[config.mk]
export PLATFORM = sky130hd
export DESIGN_NAME = evict_write_buffer
export DESIGN_NICKNAME = d
export VERILOG_FILES = /design/src/rtl/ewb_pkg.sv /design/src/rtl/ewb_store.sv /design/src/rtl/ewb_arm_timer.sv /design/src/rtl/ewb_sequencer.sv /design/src/rtl/evict_write_buffer.sv
export SDC_FILE = /design/constraint.sdc
export NUM_CORES = 1
export LEC_CHECK = 0
export CAP_MARGIN = 25
export CORE_AREA = 2 2 215 217
export CTS_CLUSTER_DIAMETER = 100
export DETAILED_ROUTE_END_ITERATION = 16
export DIE_AREA = 0 0 217 219
export DONT_BUFFER_PORTS = 1
export HOLD_SLACK_MARGIN = 0.05
export SLEW_MARGIN = 20
export SYNTH_ARGS = -nofsm -noshare
export SYNTH_HDL_FRONTEND = slang
export SYNTH_SLANG_ARGS = --single-unit
[constraint.sdc]
create_clock -name clk -period 1.9 [get_ports clk]
set_input_delay 0.475 -clock clk [delete_from_list [all_inputs] [get_ports clk]]
set_output_delay 0.475 -clock clk [all_outputs]
set_load 0.05 [all_outputs]
[src/rtl/ewb_pkg.sv]
package ewb_pkg;

    typedef enum logic [1:0] {
        SQ_IDLE  = 2'd0,
        SQ_FILL  = 2'd1,
        SQ_DRAIN = 2'd2,
        SQ_ACK   = 2'd3
    } sq_state_t;

endpackage

[src/rtl/ewb_store.sv]
module ewb_store #(
    parameter int ADDR_W = 12,
    parameter int LINE_W = 128
) (
    input  logic              clk,
    input  logic              rst_n,
    input  logic              cap_en,
    input  logic              merge_en,
    input  logic              clr_en,
    input  logic [ADDR_W-1:0] in_addr,
    input  logic [LINE_W-1:0] in_data,
    output logic              valid,
    output logic [ADDR_W-1:0] addr,
    output logic [LINE_W-1:0] data,
    output logic              hit
);

    typedef struct packed {
        logic              valid;
        logic [ADDR_W-1:0] addr;
        logic [LINE_W-1:0] data;
    } slot_t;

    slot_t slot_d, slot_q;

    always_comb begin
        slot_d = slot_q;
        if (clr_en) begin
            slot_d.valid = 1'b0;
        end
        if (cap_en) begin
            slot_d.valid = 1'b1;
            slot_d.addr  = in_addr;
            slot_d.data  = in_data;
        end
        if (merge_en) begin
            slot_d.data = in_data;
        end
    end

    always_ff @(posedge clk) begin
        if (!rst_n) begin
            slot_q <= '0;
        end else begin
            slot_q <= slot_d;
        end
    end

    assign valid = slot_q.valid;
    assign addr  = slot_q.addr;
    assign data  = slot_q.data;
    assign hit   = slot_q.valid && (in_addr == slot_q.addr);


    cap_into_empty_chk: assert property (@(posedge clk) disable iff (!rst_n)
        cap_en |-> !slot_q.valid);


    merge_needs_line_chk: assert property (@(posedge clk) disable iff (!rst_n)
        merge_en |-> slot_q.valid);

endmodule

[src/rtl/ewb_arm_timer.sv]
module ewb_arm_timer #(
    parameter int HOLD_CYCLES = 16
) (
    input  logic clk,
    input  logic rst_n,
    input  logic restart,
    input  logic fill_done,
    input  logic line_held,
    input  logic count_en,
    output logic armed
);

    localparam int CW = $clog2(HOLD_CYCLES + 1);
    localparam logic [CW-1:0] LAST = CW'(HOLD_CYCLES - 1);

    typedef struct packed {
        logic          armed;
        logic [CW-1:0] cnt;
    } tmr_t;

    tmr_t tmr_d, tmr_q;

    always_comb begin
        tmr_d = tmr_q;
        if (restart) begin
            tmr_d = '0;
        end else begin
            if (fill_done && line_held) begin
                tmr_d.armed = 1'b1;
            end
            if (count_en && !tmr_q.armed) begin
                if (tmr_q.cnt == LAST) begin
                    tmr_d.armed = 1'b1;
                end else begin
                    tmr_d.cnt = tmr_q.cnt + 1'b1;
                end
            end
        end
    end

    always_ff @(posedge clk) begin
        if (!rst_n) begin
            tmr_q <= '0;
        end else begin
            tmr_q <= tmr_d;
        end
    end

    assign armed = tmr_q.armed;

endmodule

[src/rtl/ewb_sequencer.sv]
module ewb_sequencer
    import ewb_pkg::*;
#(
    parameter int ADDR_W = 12,
    parameter int LINE_W = 128
) (
    input  logic              clk,
    input  logic              rst_n,
    input  logic              up_req,
    input  logic              up_we,
    input  logic [ADDR_W-1:0] up_addr,
    input  logic              dn_done,
    input  logic [LINE_W-1:0] dn_rdata,
    input  logic              buf_valid,
    input  logic              buf_hit,
    input  logic [ADDR_W-1:0] buf_addr,
    input  logic [LINE_W-1:0] buf_data,
    input  logic              armed,
    output logic              cap_en,
    output logic              merge_en,
    output logic              clr_en,
    output logic              fill_done,
    output logic              count_en,
    output logic              up_done,
    output logic [LINE_W-1:0] up_rdata,
    output logic              dn_rd,
    output logic              dn_wr,
    output logic [ADDR_W-1:0] dn_addr,
    output logic [LINE_W-1:0] dn_wdata
);

    typedef struct packed {
        sq_state_t         st;
        logic [LINE_W-1:0] rdata;
    } seq_t;

    seq_t seq_d, seq_q;

    always_comb begin
        seq_d     = seq_q;
        cap_en    = 1'b0;
        merge_en  = 1'b0;
        clr_en    = 1'b0;
        fill_done = 1'b0;
        count_en  = 1'b0;
        unique case (seq_q.st)
            SQ_IDLE: begin
                count_en = buf_valid;
                if (up_req && buf_hit) begin
                    // request targets the held line: serve it locally
                    if (up_we) begin
                        merge_en = 1'b1;
                    end else begin
                        seq_d.rdata = buf_data;
                    end
                    seq_d.st = SQ_ACK;
                end else if (buf_valid && armed) begin
                    seq_d.st = SQ_DRAIN;
                end else if (up_req && !up_we) begin
                    seq_d.st = SQ_FILL;
                end else if (up_req && up_we && !buf_valid) begin
                    cap_en   = 1'b1;
                    seq_d.st = SQ_ACK;
                end
            end
            SQ_FILL: begin
                if (dn_done) begin
                    fill_done   = 1'b1;
                    seq_d.rdata = dn_rdata;
                    seq_d.st    = SQ_ACK;
                end
            end
            SQ_DRAIN: begin
                if (dn_done) begin
                    clr_en   = 1'b1;
                    seq_d.st = SQ_IDLE;
                end
            end
            SQ_ACK: begin
                seq_d.st = SQ_IDLE;
            end
            default: seq_d.st = SQ_IDLE;
        endcase
    end

    always_ff @(posedge clk) begin
        if (!rst_n) begin
            seq_q <= '{st: SQ_IDLE, rdata: '0};
        end else begin
            seq_q <= seq_d;
        end
    end

    assign up_done  = (seq_q.st == SQ_ACK);
    assign up_rdata = seq_q.rdata;
    assign dn_rd    = (seq_q.st == SQ_FILL);
    assign dn_wr    = (seq_q.st == SQ_DRAIN);
    assign dn_addr  = (seq_q.st == SQ_DRAIN) ? buf_addr : up_addr;
    assign dn_wdata = buf_data;


    dn_excl_chk: assert property (@(posedge clk) disable iff (!rst_n)
        !(dn_rd && dn_wr));


    dn_addr_hold_chk: assert property (@(posedge clk) disable iff (!rst_n)
        ((dn_rd || dn_wr) && !dn_done) |=> ((dn_rd || dn_wr) && $stable(dn_addr)));


    up_done_pulse_chk: assert property (@(posedge clk) disable iff (!rst_n)
        up_done |=> !up_done);

endmodule

[src/rtl/evict_write_buffer.sv]
module evict_write_buffer #(
    parameter int ADDR_W      = 12,
    parameter int LINE_W      = 128,
    parameter int HOLD_CYCLES = 16
) (
    input  logic              clk,
    input  logic              rst_n,
    input  logic              up_req,
    input  logic              up_we,
    input  logic [ADDR_W-1:0] up_addr,
    input  logic [LINE_W-1:0] up_wdata,
    output logic              up_done,
    output logic [LINE_W-1:0] up_rdata,
    output logic              dn_rd,
    output logic              dn_wr,
    output logic [ADDR_W-1:0] dn_addr,
    output logic [LINE_W-1:0] dn_wdata,
    input  logic              dn_done,
    input  logic [LINE_W-1:0] dn_rdata,
    output logic              wb_empty
);

    logic              cap_en, merge_en, clr_en, fill_done, count_en;
    logic              buf_valid, buf_hit, armed;
    logic [ADDR_W-1:0] buf_addr;
    logic [LINE_W-1:0] buf_data;

    ewb_store #(.ADDR_W(ADDR_W), .LINE_W(LINE_W)) u_store (
        .clk      (clk),
        .rst_n    (rst_n),
        .cap_en   (cap_en),
        .merge_en (merge_en),
        .clr_en   (clr_en),
        .in_addr  (up_addr),
        .in_data  (up_wdata),
        .valid    (buf_valid),
        .addr     (buf_addr),
        .data     (buf_data),
        .hit      (buf_hit)
    );

    ewb_arm_timer #(.HOLD_CYCLES(HOLD_CYCLES)) u_timer (
        .clk       (clk),
        .rst_n     (rst_n),
        .restart   (cap_en | clr_en),
        .fill_done (fill_done),
        .line_held (buf_valid),
        .count_en  (count_en),
        .armed     (armed)
    );

    ewb_sequencer #(.ADDR_W(ADDR_W), .LINE_W(LINE_W)) u_seq (
        .clk       (clk),
        .rst_n     (rst_n),
        .up_req    (up_req),
        .up_we     (up_we),
        .up_addr   (up_addr),
        .dn_done   (dn_done),
        .dn_rdata  (dn_rdata),
        .buf_valid (buf_valid),
        .buf_hit   (buf_hit),
        .buf_addr  (buf_addr),
        .buf_data  (buf_data),
        .armed     (armed),
        .cap_en    (cap_en),
        .merge_en  (merge_en),
        .clr_en    (clr_en),
        .fill_done (fill_done),
        .count_en  (count_en),
        .up_done   (up_done),
        .up_rdata  (up_rdata),
        .dn_rd     (dn_rd),
        .dn_wr     (dn_wr),
        .dn_addr   (dn_addr),
        .dn_wdata  (dn_wdata)
    );

    assign wb_empty = !buf_valid;


    drain_has_line_chk: assert property (@(posedge clk) disable iff (!rst_n)
        dn_wr |-> !wb_empty);


    reset_idle_chk: assert property (@(posedge clk)
        $past(!rst_n) |-> (wb_empty && !up_done && !dn_rd && !dn_wr));

endmodule

==> impl_metrics.sql <==
INSERT INTO impl_metrics (metric_group, metric, value, unit) VALUES
('status', 'run_status', 'finished with violations', ''),
('status', 'failed_checks', 'setup timing', ''),
('worst_setup_path', 'critical-path-top-delay-family', 'buffers and inverters', ''),
('global_route', 'grt_util_all_layers', '18.1', '%'),
('timing', 'setup_slack', '-0.276', 'ns'),
('logic_synthesis', 'synth_fp_nets', '1683', ''),
('worst_setup_path', 'critical_path.most_common_cell', 'sky130_fd_sc_hd__buf_12', ''),
('worst_setup_path', 'critical_path.max_stage_delay', '0.43', 'ns'),
('timing', 'skew', '0.0101', 'ns'),
('timing', 'finalSetupViolCount', '217', ''),
('final_layout', 'final_util', '37.8', '%'),
('worst_setup_path', 'critPathLaunchType', 'register', ''),
('power_and_ir_drop', 'p_leak', '8.20', 'nW'),
('global_route', 'grt.overflow.total', '0', ''),
('timing', 'report.final.hold_viol_count', '0', ''),
('clock_tree', 'cts.sink_count', '277', ''),
('worst_setup_path', 'timing.critical_path.arrival', '2.62', 'ns'),
('timing', 'fmax', '459', 'MHz'),
('final_layout', 'final_layout_size_suffix_gt1_share', '17.6', '%'),
('routing', 'drtPass1Iterations', '5', ''),
('worst_setup_path', 'worst-path-buf-inv', '6', ''),
('clock_tree', 'worstSkewPairLatency', '0.56', 'ns'),
('worst_setup_path', 'cp_max_fo', '6', ''),
('global_route', 'grt_pass1_wl', '65900', 'um'),
('floorplan', 'row_count', '78', ''),
('logic_synthesis', 'synth_top_cell_area_share', '41.8', '%'),
('global_route', 'first_global_vias', '10464', ''),
('placement', 'port_buffers', '0', ''),
('logic_synthesis', 'synth-seq-area-share', '41.8', '%'),
('power_and_ir_drop', 'finalPower', '0.0158', 'W'),
('final_layout', 'synthToLayoutAreaGrowth', '28.4', '%'),
('timing', 'finalMaxSlewViolations', '0', ''),
('power_and_ir_drop', 'net_switching_component_of_the_power', '0.00510', 'W'),
('worst_setup_path', 'timing.setup.critical_path_class', 'register to register', ''),
('worst_setup_path', 'critPathRequiredTime', '2.34', 'ns'),
('logic_synthesis', 'postSynth.asyncResetShare', '0', '%'),
('clock_tree', 'clk_pin_slew', '0.06', 'ns'),
('worst_setup_path', 'timing.critical_path.cells', 'xnor2_2 -> nand4_1 -> nor4_4 -> buf_12 -> buf_12 -> buf_12 -> buf_12 -> buf_12 -> buf_16 -> o21ai_2 -> o211a_1', ''),
('routing', 'drt_wl_total', '46500', 'um'),
('power_and_ir_drop', 'switching_share', '32.2', '%'),
('global_route', 'largest_net_degree_at_the_start_of_global_routing', '389', ''),
('floorplan', 'core_area', '0.0451', 'mm^2'),
('logic_synthesis', 'postSynthRegisterBits', '277', ''),
('routing', 'drcViolationCount', '0', ''),
('power_and_ir_drop', 'seq_power_share', '48.8', '%'),
('timing', 'timing.max_slew.rel_slack', '0.218', '%'),
('floorplan', 'die_width', '217', 'um'),
('routing', 'dr_vias', '10522', ''),
('clock_tree', 'htreeDepth', '1', ''),
('power_and_ir_drop', 'pwr_density_cell', '929', 'mW/mm^2'),
('final_layout', 'final-seq-area', '0.00556', 'mm^2'),
('floorplan', 'die_height', '219', 'um'),
('timing', 'setup_repair_after_global_routing_missed_its_margin', 'yes', ''),
('power_and_ir_drop', 'share_clk_of_total_power', '35.2', '%'),
('final_layout', 'multiInputGateArea', '0.00663', 'mm^2'),
('logic_synthesis', 'synth.yosys.warnings', '0', ''),
('clock_tree', 'cts_root_buffer', 'sky130_fd_sc_hd__clkbuf_16', ''),
('final_layout', 'nNetsFinal', '1700', ''),
('logic_synthesis', 'postSynthCellCount', '1408', ''),
('floorplan', 'ios', '545', ''),
('power_and_ir_drop', 'p_int', '0.0107', 'W'),
('final_layout', 'antenna-diode-count', '0', ''),
('logic_synthesis', 'synth-edff-count', '0', ''),
('timing', 'final.min_clock_period', '2.18', 'ns'),
('placement', 'gp_routability_congestion', '0.852', ''),
('routing', 'drt_first_iter_violations', '702', ''),
('logic_synthesis', 'synth.area.top_cells', 'sky130_fd_sc_hd__dfxtp_1 (42%), sky130_fd_sc_hd__mux2i_1 (19%), sky130_fd_sc_hd__o211a_1 (9.7%)', ''),
('routing', 'avgViaCountPerCell', '5.15', ''),
('logic_synthesis', 'synth.distinct_cells', '37', ''),
('timing', 'final_min_period_over_clock_period', '115', '%'),
('worst_setup_path', 'critical_path.endpoint_type', 'register', '');
## layer usage
layer | track usage, % | vias to the layer above | routed length, um
met4 | 8.13 | 0 | 1870
li1 | - | 4815 | -
met1 | 20.3 | 5113 | 17600
met2 | 32.1 | 489 | 23400
met5 | 0.313 | - | 0
met3 | 4.89 | 105 | 3650
## cell usage in the layout (no fill, tap or decap), drive strengths merged, types with 2 or more instances in the layout
master,synthesis,routed
dfxtp,277,277
a21boi,12,12
nor4,2,2
inv,3,3
nand4,4,4
nand3,4,4
and3,3,3
ha,2,2
o211a,128,128
nor2b,2,2
and2,3,3
mux2,13,13
nand2,288,288
o21ai,129,129
nor2,8,8
dlygate4sd3,0,119
xnor2,13,13
a21oi,3,3
xor2,2,2
buf,172,112
mux2i,257,257
clkbuf,75,52
a31oi,2,2
## repair_timing
item	in CTS	in global routing
gates resized for setup	243	44
hold buffers	118	1
setup endpoints to repair	267	273
setup buffers	46	14
endpoints found under the hold margin	130	5
pin swaps	46	14
gates cloned	36	3
## power groups by stage
stage / registers, W / logic, W / clock network (W)
after floorplan: 0.00701 / 0.00241 / 0
after global placement: 0.00783 / 0.00165 / 0
after detailed placement: 0.00784 / 0.00170 / 0
after CTS: 0.00771 / 0.00252 / 0.00567
after global routing: 0.00774 / 0.00269 / 0.00591
final: 0.00772 / 0.00254 / 0.00557
## worst reg2reg max path, stage by stage, from the launching register on
cell	delay [ns]
sky130_fd_sc_hd__dfxtp_2	0.36
sky130_fd_sc_hd__xnor2_2	0.11
sky130_fd_sc_hd__nand4_1	0.23
sky130_fd_sc_hd__nor4_4	0.43
sky130_fd_sc_hd__buf_12	0.16
sky130_fd_sc_hd__buf_12	0.10
sky130_fd_sc_hd__buf_12	0.12
sky130_fd_sc_hd__buf_12	0.12
sky130_fd_sc_hd__buf_12	0.11
sky130_fd_sc_hd__buf_16	0.13
sky130_fd_sc_hd__o21ai_2	0.06
sky130_fd_sc_hd__o211a_1	0.14
## cell usage after synthesis, drive strengths merged, types with 8 or more instances
library cell,count
nand2,288
dfxtp,277
mux2i,257
buf,172
o21ai,129
o211a,128
clkbuf,75
mux2,13
xnor2,13
a21boi,12
nor2,8
## cells by family (layout without fill, tap and decap cells)
kind of cell / after synthesis / in the layout / share of synthesized area, %
AO/OA/AOI/OAI: 276 / 276 / 15.5
buffers and inverters: 250 / 287 / 11.6
XOR/XNOR: 15 / 15 / 0.990
adder cells (fa/ha/maj): 2 / 2 / 0.189
multiplexers: 270 / 270 / 20.5
AND/OR/NAND/NOR: 318 / 318 / 9.47
flip-flops: 277 / 277 / 41.8
## worst paths after layout
| path | startpoint | end | slack [ns] | depth (start not counted) |
|---|---|---|---|---|
| worst min-delay path | up_wdata[89] | u_store.data[89] | 0.07 | 2 |
| worst max register to register | u_store.addr[4] | u_seq.up_rdata[14] | -0.28 | 11 |
| worst min register to register | u_timer.tmr_q[1] | u_timer.tmr_q[1] | 0.48 | 2 |
| worst max-delay path | u_store.addr[4] | u_seq.up_rdata[14] | -0.28 | 11 |
## stage by stage
stage / std cells / TNS [ns] / hold WS, ns / worst slack (ns)
6_report: 2045 / -27.95 / 0.0739 / -0.276
3_5_place_dp: 1801 / -53.56 / 0.472 / -0.302
2_1_floorplan: 1408 / -5.81 / 0.454 / -0.0528
4_1_cts: 2050 / -27.17 / 0.0510 / -0.298
5_1_grt: 2045 / -44.80 / 0.0537 / -0.342
3_3_place_gp: 1801 / -50.47 / 0.467 / -0.261
## flip-flops by register name (all words and copies together), names as in the netlist
name	count
u_seq.up_rdata	128
u_store.data	128
u_store.addr	12
u_timer.tmr_q	5
u_seq.seq_q	2
u_store.valid	1
u_timer.armed	1
## area by class of cell
class | instances | area share [%]
Clock inverter | 1 | 0.0294
Tap cell | 600 | 4.40
Multi-Input combinational cell | 881 | 38.9
Timing Repair Buffer | 233 | 18.6
Clock buffer | 50 | 5.37
Sequential cell | 277 | 32.6
Inverter | 3 | 0.0808
No activity file was read; power rests on OpenSTA's default activity.
